`src/rtl/mhf_pkg.sv`:
```
package mhf_pkg;

    localparam int ADDR_BYTES  = 6;
    localparam int ADDR_W      = 8 * ADDR_BYTES;
    localparam int HASH_IDX_W  = 9;
    localparam int HASH_SET_BIT = HASH_IDX_W;
    localparam int CFG_DW      = 32;
    localparam int CFG_SEL_W   = 2;
    localparam int CRC_W       = 32;

    localparam logic [CRC_W-1:0] CRC_POLY_LSB = 32'hEDB8_8320;
    localparam logic [CRC_W-1:0] CRC_SEED     = 32'hFFFF_FFFF;

    typedef enum logic [CFG_SEL_W-1:0] {
        SEL_STA_LO = 2'd0,
        SEL_STA_HI = 2'd1,
        SEL_MODE   = 2'd2,
        SEL_HASH   = 2'd3
    } cfg_sel_e;

    typedef struct packed {
        logic                  wr;
        logic                  set;
        logic [HASH_IDX_W-1:0] idx;
    } hash_cmd_t;

    typedef struct packed {
        logic              last;
        logic [ADDR_W-1:0] addr;
        logic [CRC_W-1:0]  crc;
    } addr_view_t;

    // One byte of the LSB-first CRC, bit 0 of the byte first.
    function automatic logic [CRC_W-1:0] crc_step_byte(input logic [CRC_W-1:0] c,
                                                        input logic [7:0] b);
        logic [CRC_W-1:0] r;
        r = c;
        for (int i = 0; i < 8; i++) begin
            if (r[0] ^ b[i])
                r = (r >> 1) ^ CRC_POLY_LSB;
            else
                r = r >> 1;
        end
        return r;
    endfunction

    // Reverse the CRC and keep its top index bits.
    function automatic logic [HASH_IDX_W-1:0] crc_to_bucket(input logic [CRC_W-1:0] c);
        logic [CRC_W-1:0] rev;
        for (int i = 0; i < CRC_W; i++)
            rev[i] = c[CRC_W-1-i];
        return rev[CRC_W-1 -: HASH_IDX_W];
    endfunction

endpackage

```
`src/rtl/mhf_cfg_regs.sv`:
```
module mhf_cfg_regs
    import mhf_pkg::*;
#(
    parameter int DW = CFG_DW,
    parameter int SW = CFG_SEL_W,
    parameter int AW = ADDR_W,
    parameter int IW = HASH_IDX_W
) (
    input  logic          clk,
    input  logic          rst,
    input  logic          wr_en,
    input  logic [SW-1:0] wr_sel,
    input  logic [DW-1:0] wr_data,
    output logic [AW-1:0] station,
    output logic          promisc,
    output hash_cmd_t     hash_cmd
);

    localparam int LO_W = DW;
    localparam int HI_W = AW - DW;

    cfg_sel_e sel;
    assign sel = cfg_sel_e'(wr_sel);

    always_ff @(posedge clk) begin
        if (rst) begin
            station <= '0;
            promisc <= 1'b0;
        end else if (wr_en) begin
            case (sel)
                SEL_STA_LO: station[LO_W-1:0]  <= wr_data;
                SEL_STA_HI: station[AW-1:LO_W] <= wr_data[HI_W-1:0];
                SEL_MODE:   promisc            <= wr_data[0];
                default:    ;
            endcase
        end
    end

    always_comb begin
        hash_cmd.wr  = wr_en && (sel == SEL_HASH);
        hash_cmd.set = wr_data[HASH_SET_BIT];
        hash_cmd.idx = wr_data[IW-1:0];
    end

endmodule

```
`src/rtl/mhf_addr_collect.sv`:
```
module mhf_addr_collect
    import mhf_pkg::*;
#(
    parameter int N_BYTES = ADDR_BYTES,
    parameter int AW      = 8 * N_BYTES
) (
    input  logic          clk,
    input  logic          rst,
    input  logic          rx_valid,
    input  logic          rx_sof,
    input  logic [7:0]    rx_byte,
    output addr_view_t    view,
    output logic [AW-1:0] frame_addr
);

    localparam int CNT_W = $clog2(N_BYTES + 1);
    localparam logic [CNT_W-1:0] CNT_DONE = CNT_W'(N_BYTES);
    localparam logic [CNT_W-1:0] CNT_LAST = CNT_W'(N_BYTES - 1);

    logic [CNT_W-1:0] cnt_q;
    logic [CNT_W-1:0] pos;
    logic [CRC_W-1:0] crc_q;
    logic [AW-1:0]    addr_q;
    logic             take;
    logic [AW-1:0]    addr_nx;
    logic [CRC_W-1:0] crc_nx;

    always_comb begin
        pos     = rx_sof ? '0 : cnt_q;
        take    = rx_valid && (rx_sof || (cnt_q != CNT_DONE));
        crc_nx  = crc_step_byte(rx_sof ? CRC_SEED : crc_q, rx_byte);
        addr_nx = rx_sof ? '0 : addr_q;
        for (int k = 0; k < N_BYTES; k++) begin
            if (pos == CNT_W'(k))
                addr_nx[8*k +: 8] = rx_byte;
        end
    end

    // Counter rests at N_BYTES: stray bytes wait for a start marker.
    always_ff @(posedge clk) begin
        if (rst) begin
            cnt_q  <= CNT_DONE;
            crc_q  <= CRC_SEED;
            addr_q <= '0;
        end else if (take) begin
            cnt_q  <= pos + 1'b1;
            crc_q  <= crc_nx;
            addr_q <= addr_nx;
        end
    end

    assign view.last  = take && (pos == CNT_LAST);
    assign view.addr  = addr_nx;
    assign view.crc   = crc_nx;
    assign frame_addr = addr_q;

endmodule

```
`src/rtl/mhf_hash_table.sv`:
```
module mhf_hash_table
    import mhf_pkg::*;
#(
    parameter int IW = HASH_IDX_W
) (
    input  logic          clk,
    input  logic          rst,
    input  logic          wr_en,
    input  logic          wr_set,
    input  logic [IW-1:0] wr_idx,
    input  logic [IW-1:0] rd_idx,
    output logic          rd_hit
);

    localparam int ENTRIES = 1 << IW;

    logic [ENTRIES-1:0] bucket_q;

    always_ff @(posedge clk) begin
        if (rst)
            bucket_q <= '0;
        else if (wr_en)
            bucket_q[wr_idx] <= wr_set;
    end

    // Lookup sees the table as it stood before a same-edge write.
    assign rd_hit = bucket_q[rd_idx];

endmodule

```
`src/rtl/mac_rx_addr_filter.sv`:
```
module mac_rx_addr_filter
    import mhf_pkg::*;
(
    input  logic                 clk,
    input  logic                 rst,
    input  logic                 cfg_wr_en,
    input  logic [CFG_SEL_W-1:0] cfg_wr_sel,
    input  logic [CFG_DW-1:0]    cfg_wr_data,
    input  logic                 rx_valid,
    input  logic                 rx_sof,
    input  logic [7:0]           rx_byte,
    output logic                 dec_valid,
    output logic                 dec_accept
);

    logic [ADDR_W-1:0]     station_q;
    logic                  promisc_q;
    hash_cmd_t             hash_cmd;
    addr_view_t            view;
    logic [ADDR_W-1:0]     frame_addr;
    logic [HASH_IDX_W-1:0] bucket;
    logic                  bucket_hit;
    logic                  is_group;
    logic                  is_bcast;
    logic                  is_station;
    logic                  accept_now;

    mhf_cfg_regs #(
        .DW (CFG_DW),
        .SW (CFG_SEL_W),
        .AW (ADDR_W),
        .IW (HASH_IDX_W)
    ) u_cfg (
        .clk      (clk),
        .rst      (rst),
        .wr_en    (cfg_wr_en),
        .wr_sel   (cfg_wr_sel),
        .wr_data  (cfg_wr_data),
        .station  (station_q),
        .promisc  (promisc_q),
        .hash_cmd (hash_cmd)
    );

    mhf_addr_collect #(
        .N_BYTES (ADDR_BYTES),
        .AW      (ADDR_W)
    ) u_col (
        .clk        (clk),
        .rst        (rst),
        .rx_valid   (rx_valid),
        .rx_sof     (rx_sof),
        .rx_byte    (rx_byte),
        .view       (view),
        .frame_addr (frame_addr)
    );

    assign bucket = crc_to_bucket(view.crc);

    mhf_hash_table #(
        .IW (HASH_IDX_W)
    ) u_tab (
        .clk    (clk),
        .rst    (rst),
        .wr_en  (hash_cmd.wr),
        .wr_set (hash_cmd.set),
        .wr_idx (hash_cmd.idx),
        .rd_idx (bucket),
        .rd_hit (bucket_hit)
    );

    always_comb begin
        is_group   = view.addr[0];
        is_bcast   = &view.addr;
        is_station = (view.addr == station_q);
        accept_now = promisc_q || is_bcast ||
                     (is_group ? bucket_hit : is_station);
    end

    always_ff @(posedge clk) begin
        if (rst) begin
            dec_valid  <= 1'b0;
            dec_accept <= 1'b0;
        end else begin
            dec_valid  <= view.last;
            dec_accept <= view.last && accept_now;
        end
    end

endmodule

```
`config.mk`:
```
export PLATFORM = sky130hd
export DESIGN_NAME = mac_rx_addr_filter
export DESIGN_NICKNAME = d
export VERILOG_FILES = /design/src/rtl/mhf_pkg.sv /design/src/rtl/mhf_cfg_regs.sv /design/src/rtl/mhf_addr_collect.sv /design/src/rtl/mhf_hash_table.sv /design/src/rtl/mac_rx_addr_filter.sv
export SDC_FILE = /design/constraint.sdc
export NUM_CORES = 2
export LEC_CHECK = 0
export ABC_AREA = 1
export BUFFER_PORTS_ARGS = -buffer_cell sky130_fd_sc_hd__buf_2
export CAP_MARGIN = 20
export CORE_ASPECT_RATIO = 1.1
export CORE_MARGIN = 5
export CORE_UTILIZATION = 30
export DETAILED_ROUTE_END_ITERATION = 10
export MAX_ROUTING_LAYER = met4
export PLACE_DENSITY = 0.46
export SKIP_LAST_GASP = 1
export SYNTH_ARGS = -nofsm -noshare
export SYNTH_HDL_FRONTEND = slang
export SYNTH_SLANG_ARGS = --single-unit
```
`constraint.sdc`:
```
create_clock -name clk -period 4.4 [get_ports clk]
set_input_delay 1.1 -clock clk [delete_from_list [all_inputs] [get_ports clk]]
set_output_delay 1.1 -clock clk [all_outputs]
set_load 0.01 [all_outputs]
```
# --- Word level (Yosys, flattened, before mapping) ---
# Cells that the tools add are included.
word_totals:
  ff_bits: 646
  in_bits: 47
  out_inout_bits: 2
  elab_cells: 76
classes:
  n_addsub: 1
  n_lt_le_gt_ge: 3
  eq_ne: 10
  n_mux: 23
  bitwise: 16
  n_reduce_logical: 14
op_table:
  columns: ["op", "n"]
  rows:
  - ["bitwise mux 512 bit", 1]
  - ["two-way mux 32 bit", 9]
  - ["inverter 13 -> 14 bit", 8]
  - ["== test 48 bit", 1]
  - ["two-way mux 48 bit", 1]
  - ["two-way mux 8 bit", 6]
  - ["AND reduction 48 bit", 1]
  - ["< comparator 9 x 10 -> 1 bit, second input constant", 2]
  - ["binary-select mux 1 bit (select 9 bit)", 1]
  - ["demux 1 bit (select 9 bit)", 1]
  - ["greater-or-equal comparator 9 x 1 -> 1 bit, second input constant", 1]
  - ["bitwise XOR 1 bit", 8]
  - ["== test 3 x 2 -> 1 bit, second input constant", 2]
  - ["== test 3 bit, second input constant", 2]
  - ["AND reduction 2 bit", 3]
  - ["logical AND 1 bit", 5]
  - ["== test 2 bit, second input constant", 2]
  - ["adder 3 x 1 -> 3 bit, second input constant", 1]
  - ["== test 3 x 1 -> 1 bit, second input constant", 1]
  - ["logical NOT 3 bit", 1]
  - ["logical OR 1 bit", 3]
  - ["two-way mux 1 bit", 3]
  - ["two-way mux 3 bit", 1]
  - ["!= test 3 bit, second input constant", 1]
  - ["other kinds (2)", 2]

# --- Logic depth before layout (Yosys ltp) ---
depth:
  word_depth: 22
  mapped_depth: 24
  depth_no_buf: 20

# --- Cells and area by module ---
# From an unflattened synthesis, not the netlist that was laid out.
hier_totals:
  cells_unflattened: 4954
  area_unflattened_um2: 33159.3
modules_own_cells:
  columns: ["mod", "instances", "cells_each", "area_per_inst_um2", "seq_area_each_um2"]
  rows:
  - ["mhf_hash_table", 1, 3613, 24995.2, 10249.8]
  - ["mhf_addr_collect", 1, 714, 4732.0, 1661.6]
  - ["mhf_cfg_regs", 1, 333, 2199.6, 980.9]
  - ["mac_rx_addr_filter", 1, 294, 1232.4, 40.0]

# --- Worst setup path before layout ---
# No wires, ideal clock.
synth_path:
  path_type: "input-to-reg"
  from: "in rx_sof"
  to: "reg dec_accept"
  arrival_ns: 3.799
  path_slack_ns: 0.531
  cell_stages: 17
  path_buffers: 5
  path_cell_list: "buf_6 -> buf_6 -> buf_2 -> buf_1 -> nor2_1 -> ha_1 -> ha_1 -> inv_1 -> buf_1 -> nand2_1 -> o21ai_0 -> xnor2_1 -> nor3_1 -> o2111ai_1 -> nor4_1 -> a31oi_1 -> a21oi_1"
synth_between:
  elab_chain_len: 17
  elab_cells_between_ends: 50
  classes_between: "6 x eq/ne; 20 x mux; 16 x bitwise; 8 x reduce/logical"
synth_rtl:
  columns: ["item", "line_no", "rtl"]
  rows:
  - ["start, declared", "mac_rx_addr_filter.sv:10", "input logic rx_sof,"]
  - ["two-way mux 32 bit", "mhf_addr_collect.sv:31", "crc_nx = crc_step_byte(rx_sof ? CRC_SEED : crc_q, rx_byte);"]
  - ["bitwise XOR 1 bit, or another cell as far along", "mhf_pkg.sv:39", "if (r[0] ^ b[i])"]
  - ["two-way mux 32 bit, or another cell as far along (3 in a row)", "mhf_pkg.sv:39", null]
  - ["two-way mux 32 bit / inverter 13 -> 14 bit (equally long branches) (3 in a row)", null, null]
  - ["bitwise XOR 1 bit, or another cell as far along", "mhf_pkg.sv:39", null]
  - ["two-way mux 32 bit / inverter 13 -> 14 bit (equally long branches)", null, null]
  - ["inverter 13 -> 14 bit (no line) / two-way mux 32 bit (equally long branches)", null, null]
  - ["two-way mux 32 bit", "mhf_pkg.sv:39", null]
  - ["binary-select mux 1 bit (select 9 bit)", "mhf_hash_table.sv:27", "assign rd_hit = bucket_q[rd_idx];"]
  - ["two-way mux 1 bit (not written as such)", "mhf_hash_table.sv:27", null]
  - ["two-way mux 1 bit", "mac_rx_addr_filter.sv:76", "(is_group ? bucket_hit : is_station);"]
  - ["logical OR 1 bit", "mac_rx_addr_filter.sv:75", "accept_now = promisc_q || is_bcast ||"]
  - ["logical AND 1 bit (*)", "mac_rx_addr_filter.sv:85", "dec_accept <= view.last && accept_now;"]
  - ["end signal, assigned", "mac_rx_addr_filter.sv:85", null]
  - ["end, declared", "mac_rx_addr_filter.sv:13", "output logic dec_accept"]
# Every way passes the cells marked *; elsewhere a longest branch is shown, timed or not. The select of a mux whose other input is x is not followed.
# A chain may end at the register's enable or synchronous reset.

# --- Final worst setup path ---
# Ends and elaborated chain as after synthesis.

==> impl_metrics.env <==
export IMPL_cp_required_ps=4970
export IMPL_peakVddDrop_v=0.000245
export IMPL_portBuffers=48
export IMPL_drtAntennaViolNets=0
export IMPL_grt_overflow=0
export IMPL_drt_iter0_drc=2653
export IMPL_whs_path_depth=2
export IMPL_p_total_mw=16.7
export IMPL_diodes=0
export IMPL_grt_setup_unrepaired="false"
export IMPL_final_nets=4146
export IMPL_end_kind="flip-flop"
export IMPL_ys_seq_area_share_pct=40.5
export IMPL_ys_warn_count=0
export IMPL_reg2reg_to="dec_accept"
export IMPL_final_cell_count_no_fill=5549
export IMPL_place_congestion=0.786
export IMPL_path_cells="buf_2, buf_12, o21ai_1, nand2_2, inv_2, nand2_1, nand2_1, nand2_1, nand2_4, buf_4, o211ai_1, nand3_1, nand3_1, nand3_1, nand3_1, nand3_1, nand3_1, nand3_1, nand3_1, a21oi_1"
export IMPL_ctsResizeCount=0
export IMPL_antenna_found_initial=0
export IMPL_initial_core_util_pct=30.2
export IMPL_post_cts_buffers=0
export IMPL_synth_avg_cell_area_um2=7.47
export IMPL_setup_worst_path_start_class="primary input"
export IMPL_fp_dieW_um=321
export IMPL_slowest_delay_ps=410
export IMPL_cts_made_buffers=78
export IMPL_clkTransAtPathRegs_ps=60
export IMPL_core_area_mm2=0.106
export IMPL_area_delta_synth_final_pct=15.2
export IMPL_ys_ff_latch=646
export IMPL_h_tree_depth=3
export IMPL_fill_cells=11300
export IMPL_hpwl_um=66700
export IMPL_placed_cells=5411
export IMPL_multiInputGateArea_mm2=0.0160
export IMPL_postSynthCellCount=4272
export IMPL_final_common_cell="nand2_1"
export IMPL_clk_latency_ps=630
export IMPL_status="finished, final reports clean"
export IMPL_setup_viol=0
export IMPL_pre_cts_ws_ps=-129
export IMPL_final_cell_mix="nand2_1, dfxtp_1, a21oi_1"
export IMPL_dr_wl_met2_um=54700
export IMPL_maxCapViolCount=0
export IMPL_hp_start="u_col.cnt_q[1]"
export IMPL_wire_per_inst_um=21.2
export IMPL_cts_hold_buf=0
export IMPL_clockBufferDepth=3
export IMPL_top_layer="met4"
export IMPL_wl_met3_um=5810
export IMPL_syn_area_mm2=0.0319
export IMPL_min_to="u_col.cnt_q[1]"
export IMPL_slew_limit_headroom_pct=34.1
export IMPL_fin_skew_ps=22.7
export IMPL_holdWs_ps=455
export IMPL_cp_common_cell="nand3_1"
export IMPL_p_per_area_mw_per_mm2=455
export IMPL_hold_path_class="reg -> reg"
export IMPL_post_route_period_util_pct=88.4
export IMPL_post_route_drc_count=0
export IMPL_fin_ws_ps=510
export IMPL_synth_largest_area_cell="dfxtp_1"
export IMPL_ioPinCount=49
export IMPL_drtPass1Iterations=5
export IMPL_fmax_ghz=0.257
export IMPL_r2r_start="u_col.crc_q[0]"
export IMPL_final_seq_area_mm2=0.0129
export IMPL_clock_sinks=646
export IMPL_wl_met1_um=53500
export IMPL_p_leak_nw=12.8
export IMPL_drive_gt1_share_pct=10.2
export IMPL_grt_max_degree=161
export IMPL_dieArea_mm2=0.113
export IMPL_core_rowCount=125
export IMPL_synth_fp_nets=4324
export IMPL_cp_max_fo=23
export IMPL_drt_total_wl_um=117000
export IMPL_path_class="in -> reg"
export IMPL_cts_tree="built"
export IMPL_finalMaxSlewViolations=0
export IMPL_hold_viol_final=0
export IMPL_slowest_stage="buf_4"
export IMPL_final_min_clock_period_ps=3890
export IMPL_vias=30200
export IMPL_arrival_ps=4460
export IMPL_grt_use_total_pct=20.4
export IMPL_viasPerCell=5.45
export IMPL_grt_pass1_vias=27700
export IMPL_reg2regPathDepth=17
export IMPL_synth_flop_cell="dfxtp_1"
export IMPL_root_buffer="clkbuf_16"
export IMPL_r2r_slack_ps=870
export IMPL_yosys_top_cells_area="dfxtp_1, a311oi_1, a21oi_1"
export IMPL_async_flop_share_pct=0
export IMPL_dieHeight_um=352
export IMPL_synth_edff_count=0
export IMPL_worst_pin_slew_ps=989
export IMPL_ys_types=47
export IMPL_yosysTopAreaCellShare_pct=40.5
export IMPL_grt_pass1_wl_um=179000
-- how the worst max path moves through the flow --
stage | from | endpoint | slack (ps) | cells after the start
after global routing | rx_sof | dec_accept | 270 | 20
final | rx_sof | dec_accept | 510 | 20
after detailed placement | rx_sof | dec_accept | -130 | 20
after floorplan | rx_sof | dec_accept | 530 | 17
after CTS | rx_sof | dec_accept | 540 | 20
after global placement | rx_sof | dec_accept | -140 | 20
-- registers in the layout, summed over array words and instances (netlist names) --
signal            flops
u_col.crc_q          32
u_cfg.station        48
u_col.cnt_q           3
dec_accept            1
u_tab.bucket_q      512
u_cfg.promisc         1
u_col.frame_addr     48
dec_valid             1
-- synthesized netlist by cell type (2+ instances only) --
master     instances
buf_6              3
xor2_4             4
inv_1            353
o21ai_0          160
nor2_2             2
nand3_1          379
or2_2              4
a31oi_1           23
buf_1              8
xor2_2             3
inv_2             10
xor2_1            54
nand2_2            8
nor3_1            11
a211oi_1           2
buf_2             88
nand2_1          682
xnor2_1           17
o22ai_1            4
a221oi_1           2
o21ai_1            8
buf_4              9
nand4_1            9
nor2_1           173
nor4_1            12
ha_1               5
a21oi_1          615
clkbuf_1         357
o2111ai_1          3
nand2_4            2
a211o_1            2
a311oi_1         503
dfxtp_1          646
o211ai_1          98
-- power by group --
group          total [mW]  internal [mW]  switching (mW)
clock network        6.80           4.10            2.70
logic                3.87           1.14            2.73
registers            6.03           5.96          0.0695
total                16.7           11.2            5.50
-- per-stage QoR --
stage	util, %	instance area (µm²)	TNS [ps]
3_5_place_dp	32.3	34100	-129
3_3_place_gp	32.3	34000	-139
2_1_floorplan	-	31900	0
6_report	34.8	36700	0
4_1_cts	34.8	36700	0
5_1_grt	34.8	36700	0
-- area by class of cell --
cell class | count | share of cell area, %
multi-input cells | 2797 | 43.4
flip-flops and latches | 646 | 35.2
clock buffers | 113 | 6.27
repair buffers | 207 | 5.59
well taps | 1397 | 4.76
inverters | 364 | 3.74
clock inverters | 25 | 0.998
-- routing by layer --
layer	track usage [%]	vias up
li1	-	14800
met1	27.2	14400
met2	32.5	791
met3	3.03	189
met4	5.91	0
met5	-	-
-- kinds of logic after synthesis --
| logic type | after synthesis | share of synthesized area, % |
|---|---|---|
| AOI/OAI and AO/OA | 1425 | 29.3 |
| xor gates and xnor gates | 79 | 2.50 |
| adders and majority gates | 5 | 0.196 |
| buffers and inverters | 829 | 10.3 |
| DFF | 646 | 40.5 |
| and+or+nand+nor | 1288 | 17.2 |
-- critical path, delay by kind of cell --
family	cells	cell delay, ps
AND/OR/NAND/NOR	13	2010
buffers and inverters	4	840
AO/OA/AOI/OAI	3	480
Power figures use the tool's default switching activity.
